$ cat src/rtl/gf163_au_pkg.sv
package gf163_au_pkg;
  localparam int unsigned FIELD_M = 163;
  localparam int unsigned TAP_A   = 7;
  localparam int unsigned TAP_B   = 6;
  localparam int unsigned TAP_C   = 3;

  typedef enum logic [1:0] {
    OP_ADD = 2'b00,
    OP_SQR = 2'b01,
    OP_MUL = 2'b10,
    OP_RSV = 2'b11
  } au_op_e;
endpackage

$ cat src/rtl/gf_spread.sv
module gf_spread #(
  parameter int unsigned M = gf163_au_pkg::FIELD_M
) (
  input  logic [M-1:0]   a_i,
  output logic [2*M-2:0] sq_o
);
  for (genvar g = 0; g < M; g++) begin : g_even
    assign sq_o[2*g] = a_i[g];
  end
  for (genvar g = 0; g < M - 1; g++) begin : g_odd
    assign sq_o[2*g+1] = 1'b0;
  end
endmodule

$ cat src/rtl/gf_fold.sv
module gf_fold #(
  parameter int unsigned M  = gf163_au_pkg::FIELD_M,
  parameter int unsigned K1 = gf163_au_pkg::TAP_A,
  parameter int unsigned K2 = gf163_au_pkg::TAP_B,
  parameter int unsigned K3 = gf163_au_pkg::TAP_C
) (
  input  logic [2*M-2:0] poly_i,
  output logic [M-1:0]   red_o
);
  logic [2*M-2:0] t;

  // Top-down fold: every tap lands below the bit being cleared.
  always_comb begin
    t = poly_i;
    for (int i = 2*M-2; i >= int'(M); i--) begin
      t[i-M+K1] = t[i-M+K1] ^ t[i];
      t[i-M+K2] = t[i-M+K2] ^ t[i];
      t[i-M+K3] = t[i-M+K3] ^ t[i];
      t[i-M]    = t[i-M]    ^ t[i];
      t[i]      = 1'b0;
    end
    red_o = t[M-1:0];
  end
endmodule

$ cat src/rtl/gf_serial_mul.sv
module gf_serial_mul #(
  parameter int unsigned M = gf163_au_pkg::FIELD_M
) (
  input  logic           clk_i,
  input  logic           rst_ni,
  input  logic           load_i,
  input  logic [M-1:0]   a_i,
  input  logic [M-1:0]   b_i,
  output logic           busy_o,
  output logic           last_o,
  output logic [2*M-2:0] acc_nxt_o
);
  localparam int unsigned W  = 2*M - 1;
  localparam int unsigned CW = $clog2(M);
  localparam logic [CW-1:0] LAST = CW'(M - 1);

  logic [W-1:0]  sh_q, acc_q;
  logic [M-1:0]  b_q;
  logic [CW-1:0] cnt_q;
  logic          busy_q;

  assign acc_nxt_o = acc_q ^ (b_q[0] ? sh_q : '0);
  assign last_o    = busy_q && (cnt_q == LAST);
  assign busy_o    = busy_q;

  always_ff @(posedge clk_i or negedge rst_ni) begin
    if (!rst_ni) begin
      sh_q   <= '0;
      acc_q  <= '0;
      b_q    <= '0;
      cnt_q  <= '0;
      busy_q <= 1'b0;
    end else if (load_i) begin
      sh_q   <= {{(M-1){1'b0}}, a_i};
      acc_q  <= '0;
      b_q    <= b_i;
      cnt_q  <= '0;
      busy_q <= 1'b1;
    end else if (busy_q) begin
      acc_q <= acc_nxt_o;
      sh_q  <= sh_q << 1;
      b_q   <= b_q >> 1;
      cnt_q <= cnt_q + 1'b1;
      if (last_o) busy_q <= 1'b0;
    end
  end

  p_cnt_range_r3: assert property (@(posedge clk_i) disable iff (!rst_ni)
    busy_q |-> (cnt_q <= LAST));
  p_step_count_r3: assert property (@(posedge clk_i) disable iff (!rst_ni)
    (busy_q && !last_o) |=> busy_q);
  p_end_idle_r3: assert property (@(posedge clk_i) disable iff (!rst_ni)
    last_o |=> !busy_q);
endmodule

$ cat src/rtl/gf163_au.sv
module gf163_au
  import gf163_au_pkg::*;
#(
  parameter int unsigned M = FIELD_M
) (
  input  logic         clk_i,
  input  logic         rst_ni,
  input  logic         start_i,
  input  logic [1:0]   op_i,
  input  logic         use_param_i,
  input  logic [M-1:0] rd1_i,
  input  logic [M-1:0] rd2_i,
  input  logic [M-1:0] param_i,
  output logic [M-1:0] wdata_o,
  output logic         done_o
);
  logic [M-1:0]   opb;
  logic [2*M-2:0] sq_wide, acc_nxt, fold_in;
  logic [M-1:0]   fold_out;
  logic           busy, last, accept;
  logic [M-1:0]   wdata_q;
  logic           done_q;
  au_op_e         op;

  assign op     = au_op_e'(op_i);
  assign opb    = use_param_i ? param_i : rd2_i;
  assign accept = start_i && !busy;

  gf_spread #(.M(M)) u_spread (.a_i(rd1_i), .sq_o(sq_wide));

  gf_serial_mul #(.M(M)) u_mul (
    .clk_i    (clk_i),
    .rst_ni   (rst_ni),
    .load_i   (accept && (op == OP_MUL)),
    .a_i      (rd1_i),
    .b_i      (opb),
    .busy_o   (busy),
    .last_o   (last),
    .acc_nxt_o(acc_nxt)
  );

  // One fold shared: product while busy, square otherwise.
  assign fold_in = busy ? acc_nxt : sq_wide;

  gf_fold #(.M(M)) u_fold (.poly_i(fold_in), .red_o(fold_out));

  always_ff @(posedge clk_i or negedge rst_ni) begin
    if (!rst_ni) begin
      wdata_q <= '0;
      done_q  <= 1'b0;
    end else begin
      done_q <= 1'b0;
      if (accept) begin
        unique case (op)
          OP_ADD: begin wdata_q <= rd1_i ^ opb; done_q <= 1'b1; end
          OP_SQR: begin wdata_q <= fold_out;    done_q <= 1'b1; end
          default: ;
        endcase
      end else if (last) begin
        wdata_q <= fold_out;
        done_q  <= 1'b1;
      end
    end
  end

  assign wdata_o = wdata_q;
  assign done_o  = done_q;

  p_add_xor_r1: assert property (@(posedge clk_i) disable iff (!rst_ni)
    (accept && op == OP_ADD) |=> (done_o && wdata_o == $past(rd1_i ^ opb)));
  p_no_spurious_done_r5: assert property (@(posedge clk_i) disable iff (!rst_ni)
    (!start_i && !busy) |=> !done_o);
  p_rsv_ignored_r7: assert property (@(posedge clk_i) disable iff (!rst_ni)
    (start_i && !busy && op == OP_RSV) |=> (!done_o && $stable(wdata_o)));
  p_busy_hold_r6: assert property (@(posedge clk_i) disable iff (!rst_ni)
    (busy && !last) |=> (!done_o && $stable(wdata_o)));
  p_mul_start_r3: assert property (@(posedge clk_i) disable iff (!rst_ni)
    (accept && op == OP_MUL) |=> (busy && !done_o));
endmodule

$ cat config.mk
export PLATFORM = sky130hd
export DESIGN_NAME = gf163_au
export DESIGN_NICKNAME = d
export VERILOG_FILES = /design/src/rtl/gf163_au_pkg.sv /design/src/rtl/gf_spread.sv /design/src/rtl/gf_fold.sv /design/src/rtl/gf_serial_mul.sv /design/src/rtl/gf163_au.sv
export SDC_FILE = /design/constraint.sdc
export NUM_CORES = 2
export LEC_CHECK = 0
export BUFFER_PORTS_ARGS = -buffer_cell sky130_fd_sc_hd__buf_4
export CAP_MARGIN = 10
export CORE_MARGIN = 8
export CORE_UTILIZATION = 25
export DETAILED_ROUTE_END_ITERATION = 12
export HOLD_SLACK_MARGIN = 0.03
export SLEW_MARGIN = 20
export SYNTH_ARGS = -nofsm -noshare
export SYNTH_HDL_FRONTEND = slang
export SYNTH_SLANG_ARGS = --single-unit
$ cat constraint.sdc
create_clock -name clk_i -period 2.59 [get_ports clk_i]
set_input_delay 0.777 -clock clk_i [delete_from_list [all_inputs] [get_ports clk_i]]
set_output_delay 0.777 -clock clk_i [all_outputs]
set_load 0.05 [all_outputs]
Word level (Yosys, flattened, before mapping)
Index checks and enable logic that the tools add are counted.
Storage, ports and cells
  register bits after elaboration: 986
  input port bits: 495
  output and inout port bits: 164
Operators by class
  add/subtract/negate cells: 1
  equal/unequal tests: 4
  multiplexer cells: 20
  bitwise logic cells: 650
  reductions and logical operators: 9
Operators with widths (number)
  two-way mux 325 bit: 6
  two-way mux 163 bit: 5
  bitwise XOR 1 bit: 648
  one-hot mux 163 bit (2 select lines): 1
  bitwise XOR 325 bit: 1
  bitwise XOR 163 bit: 1
  two-way mux 8 bit: 2
  adder 8 x 1 -> 8 bit (second input constant): 1
  equality test 8 bit (second input constant): 1
  two-way mux 1 bit: 6
  nonzero test 2 bit: 2
  logical AND 1 bit: 3
  != test 3 x 1 -> 1 bit (second input constant): 1
  equality test 2 x 1 -> 1 bit (second input constant): 1
  equality test 2 bit (second input constant): 1
  logical NOT 2 bit: 1
  AND reduction 2 bit: 1
  OR reduction 2 bit: 1
  logical NOT 1 bit: 1

Longest topological paths before layout
  depth after elaboration: 10
  gate-level depth with buffers: 13

By module
A second synthesis with hierarchy kept.
Unflattened totals
  cells, all modules: 6584
  area total of the unflattened synthesis: 65018.6 µm²
Modules (own cells, without submodules)
  gf_serial_mul: instances 1, cells an instance 4075, area an instance 41254.6 µm², sequential area each 20569.7 µm²
  gf163_au: instances 1, cells an instance 1762, area an instance 15334.7 µm², sequential area each 4103.9 µm²
  gf_fold: instances 1, cells an instance 421, area an instance 5985.7 µm², sequential area each 0.0 µm²
  gf_spread: instances 1, cells an instance 326, area an instance 2443.6 µm², sequential area each 0.0 µm²

Worst setup path after synthesis
Ideal clock, no wire load.
  path kind: input-to-reg
  from: input port rd1_i[162]
  to: register wdata_q[8] (netlist: wdata_o[8])
  setup time: 0.123 ns
  arrival time: 2.341 ns
  slack: 0.125 ns
  cell stages on the path: 6
  buffers on the path: 0
  path through: a221o_1 xor2_1 xor3_2 xnor3_1 nor2_1 o21ai_2
Between the ends
  cells in the longest elaborated chain, start to end: 7
  elaborated cells between the ends (all ways): 11
RTL lines
  start, declared: RTL line gf163_au.sv:11  | input logic [M-1:0] rd1_i,
  two-way mux 325 bit *: RTL line gf163_au.sv:43  | assign fold_in = busy ? acc_nxt : sq_wide;
  bitwise XOR 1 bit, on equally long branches: RTL line gf_fold.sv:16, gf_fold.sv:18
  bitwise XOR 1 bit, on equally long branches: RTL line gf_fold.sv:18, gf_fold.sv:17
  bitwise XOR 1 bit, on equally long branches: RTL line gf_fold.sv:17, gf_fold.sv:16
  bitwise XOR 1 bit *: RTL line gf_fold.sv:16  | t[i-M+K1] = t[i-M+K1] ^ t[i];
  one-hot mux 163 bit (2 select lines) / two-way mux 163 bit (equally long branches): RTL line gf163_au.sv:54, gf163_au.sv:59
  two-way mux 163 bit *: RTL line gf163_au.sv:53  | if (accept) begin
  end signal, assigned: RTL line gf163_au.sv:60  | wdata_q <= fold_out;
  end, declared: RTL line gf163_au.sv:21  | logic [M-1:0] wdata_q;
Every way passes the cells marked *; elsewhere a longest branch is shown, timed or not. The select of a mux whose other input is x is not followed.
A chain may end at the register's enable or synchronous reset.

Worst setup path in the final report
  from: register u_mul.b_q[0]
  to: register wdata_q[90] (netlist: wdata_o[90])
Between the ends
  cells in the longest elaborated chain, start to end: 9
  elaborated cells between the ends (all ways): 10
RTL lines
  start, declared: RTL line gf_serial_mul.sv:18  | logic [M-1:0] b_q;
  start signal, assigned: RTL line gf_serial_mul.sv:36  | b_q <= b_i;
  start signal, assigned: RTL line gf_serial_mul.sv:42  | b_q <= b_q >> 1;
  two-way mux 325 bit *: RTL line gf_serial_mul.sv:22  | assign acc_nxt_o = acc_q ^ (b_q[0] ? sh_q : '0);
  bitwise XOR 325 bit *: RTL line gf_serial_mul.sv:22
  two-way mux 325 bit *: RTL line gf163_au.sv:43
  bitwise XOR 1 bit: RTL line gf_fold.sv:19  | t[i-M] = t[i-M] ^ t[i];
  bitwise XOR 1 bit: RTL line gf_fold.sv:18  | t[i-M+K3] = t[i-M+K3] ^ t[i];
  bitwise XOR 1 bit: RTL line gf_fold.sv:17  | t[i-M+K2] = t[i-M+K2] ^ t[i];
  bitwise XOR 1 bit *: RTL line gf_fold.sv:16
  one-hot mux 163 bit (2 select lines) / two-way mux 163 bit (equally long branches): RTL line gf163_au.sv:54, gf163_au.sv:59
  two-way mux 163 bit *: RTL line gf163_au.sv:53
Marked as above.

==> reports/metrics.cfg <==
[drt]
vias = 50000
avgRoutedWirePerCell_um = 22.7
via_per_inst = 4.83
routed_wl_mm = 235
drc = 0
drt_iter0_markers = 3753
drtPass1Iterations = 5
final_antenna_net_count = 0

[power]
power.density_nw_per_um2 = 1550
switching_share_pct = 45.2
max-vdd-ir-drop_mv = 1.16
internal-power_mw = 64.2
pwr-share-comb_pct = 61.4
p_leak_nw = 36.0
p_clk_share_pct = 14.2
pwr-share-seq_pct = 24.4
switchingPower_mw = 53.0

[worst_setup_path]
reg2reg_from = u_mul.b_q[0]
cp.required_ps = 3290
r2r_setup_slack_ps = -20
crit_type = register to register
critPathMaxFanout = 25
worstSetupEndpointType = register
cp.arrival_ps = 3310
rr_endpoint = wdata_o[90]
critPathLaunchType = register
r2r_cells = 9

[grt]
grtUsageMet3_pct = 3.22
grtUsageTotal_pct = 17.6
grt_remaining_overflow = 0
met1_usage_pct = 24.0
grt_start_max_net_pins = 87
antenna_found_initial = 34
top_usage_layer = met2
grt_pass1_wl_mm = 336
first_global_vias = 49600
grt_util_met2_pct = 28.3

[floorplan]
start_util_pct = 25.1
row_count = 178
die_y_um = 501
dieArea_um2 = 251000
core-area_um2 = 235000
die_w_um = 501
pin_count = 659

[timing]
final.period_utilization_pct = 101
finalHoldViolCount = 0
hold_ws_ps = 258
fin_skew_ps = 43.5
slew-limit-headroom_pct = 53.1
rsz0062_at_grt = yes
min_period_ps = 2610
setup_viol = 1
setup_ws_ps = -16.5
tightest_slew_ps = 704
drv_slew = 0
fmax_mhz = 384

[cts]
clock-sinks = 986
cts_buffers = 114
cts_max_path_buffers = 3
htreeDepth = 3
cts_root_buffer = clkbuf_16
path_clk_slew_ps = 60
cts_tree = done
insertion_delay_ps = 780

[min_path]
hold_path.class = input port to register
worstHoldStart = rd1_i[2]
min_to = u_mul.sh_q[2]
hold_depth = 3

[synthesis]
syn_avg_cell_area_um2 = 9.43
syn_inst = 6239
ys.flop_type = dfrtp_1
synth-xor-area-share_pct = 12.1
synthAdderAreaFrac_pct = 0.0425
synth-seq-cells = 986
syn-num-nets = 6736
synth_warnings = 0
synth_top_family_by_area = compound AO/OA/AOI/OAI gates
synth_area_um2 = 58800
yosys.area_share.simple_pct = 14.5
async_reset_ff_share_pct = 100
seq_area_frac_synth_pct = 41.9
synth_compound_area_share_pct = 21.5
synth_cell_type_count = 52
synthMuxAreaShare_pct = 6.21
synth_edf_count = 0

[finish]
multi_input_area_um2 = 32500
area_growth_pct = 28.3
regArea_um2 = 24700
fin_area_um2 = 75500
fin_util_pct = 32.2
instances_no_fill = 10400
drive_above_1_share_pct = 23.7
nets = 7601
fillers = 24200

[run_status]
status = finished with violations
violations = negative setup slack

[placement]
place_area_um2 = 70500
place.detailed.hpwl_mm = 178
dpl.cell_count = 10100
io_buffers = 658
place_congestion = 0.865

[run]
drv_cap = 0

==> state kept, by name, summed over array words and instances (netlist names) <==
| name | count |
|---|---|
| u_mul.acc_q | 325 |
| u_mul.sh_q | 325 |
| u_mul.b_q | 163 |
| wdata_o | 163 |
| u_mul.cnt_q | 8 |
| done_o | 1 |
| u_mul.busy_o | 1 |
==> synth_stat cells (all sizes together) (4+ instances only) <==
cell	n	area share, %
dfrtp	986	42
nand2	929	5.9
o21ai	683	6.3
a21oi	565	4.8
xor2	403	6.6
mux2i	364	6.2
xnor2	357	5.3
nor2	353	2.3
clkbuf	248	1.6
buf	196	2.1
a21o	154	2.0
a21boi	153	2.0
and3b	153	2.3
a21bo	148	2.5
nand3b	148	1.9
a31oi	142	3.4
and3	136	1.4
nor2b	31	0.33
a211oi	29	0.37
nor3	12	0.10
nand3	10	0.085
a221o	6	0.10
inv	5	0.032
and2	4	0.043
==> how the worst max path moves through the flow <==
stage                     slack [ps]            to         start  depth (start not counted)
after floorplan                  130    wdata_o[8]    rd1_i[162]                          6
after global placement          -160  wdata_o[126]  u_mul.b_q[0]                          9
after detailed placement        -220  wdata_o[126]  u_mul.b_q[0]                          9
after CTS                         -7   wdata_o[16]  u_mul.b_q[0]                          9
after global routing             -80   wdata_o[98]  u_mul.busy_o                         12
final                            -20   wdata_o[90]  u_mul.b_q[0]                          9
==> power groups by stage <==
| stage | combinational (mW) | sequential (mW) | clock [mW] |
|---|---|---|---|
| after global placement | 68.5 | 28.1 | 0 |
| after CTS | 70.1 | 28.4 | 17.0 |
| final | 72.0 | 28.6 | 16.7 |
| after floorplan | 43.9 | 31.3 | 0 |
| after detailed placement | 69.5 | 28.6 | 0 |
| after global routing | 78.0 | 29.5 | 17.6 |
==> cells in the final DEF (no fill, tap or decap), drive strengths merged, types with 154 or more instances in the layout <==
cell,Yosys,routed
clkbuf,248,169
xor2,403,403
nor2,353,353
a21oi,565,565
xnor2,357,357
o21ai,683,683
nand2,929,929
buf,196,1183
a21o,154,154
mux2i,364,364
dfrtp,986,986
==> metrics by stage <==
stage / setup slack (ps) / total power, mW / TNS (ps)
floorplan: 125 / 75.2 / 0
global placement: -162 / 96.6 / -428
detailed placement: -220 / 98.1 / -1080
CTS: -6.95 / 116 / -6.95
global route: -84.1 / 125 / -980
finish: -16.5 / 117 / -16.5
==> per-layer routing <==
layer,vias up,part of all wire [%]
met3,299,6.4
met1,24900,44
li1,23200,-
met5,-,0.012
met4,4,3.3
met2,1613,46
==> layout make-up <==
type	instances	area share, %
clock inverter	44	0.668
timing repair buffer	1193	13.8
tap	3150	5.22
sequential	986	32.7
inverter	5	0.0448
clock buffer	161	4.35
multi-input combinational	4804	43.1
antenna	18	0.0597
==> worst max-delay path, stage by stage (launching register included) <==
cell and delay, ps:
dfrtp_4 570, buf_16 200, clkbuf_16 260, a21bo_2 250, a31oi_4 240, xor2_2 280
xnor2_1 130, xnor2_1 280, a21oi_1 120, o21ai_1 130
==> repair_timing <==
item	CTS	global route
endpoints found under the setup margin	13	103
resized for setup	9	116
setup buffers	2	28
cloned	1	8
hold buffers	1	0
endpoints found under the hold margin	13	0
pin swaps	4	52
==> kinds of logic (layout without fill, tap and decap cells) <==
kind of cell,Yosys count,count (layout)
buffers and inverters,449,1403
xor gates and xnor gates,764,764
and+or+nand+nor,1786,1786
muxes,365,365
AOI/OAI and AO/OA,1887,1887
DFF,986,986
other,0,18
adders and majority gates,2,2
Power figures use the tool's default switching activity.
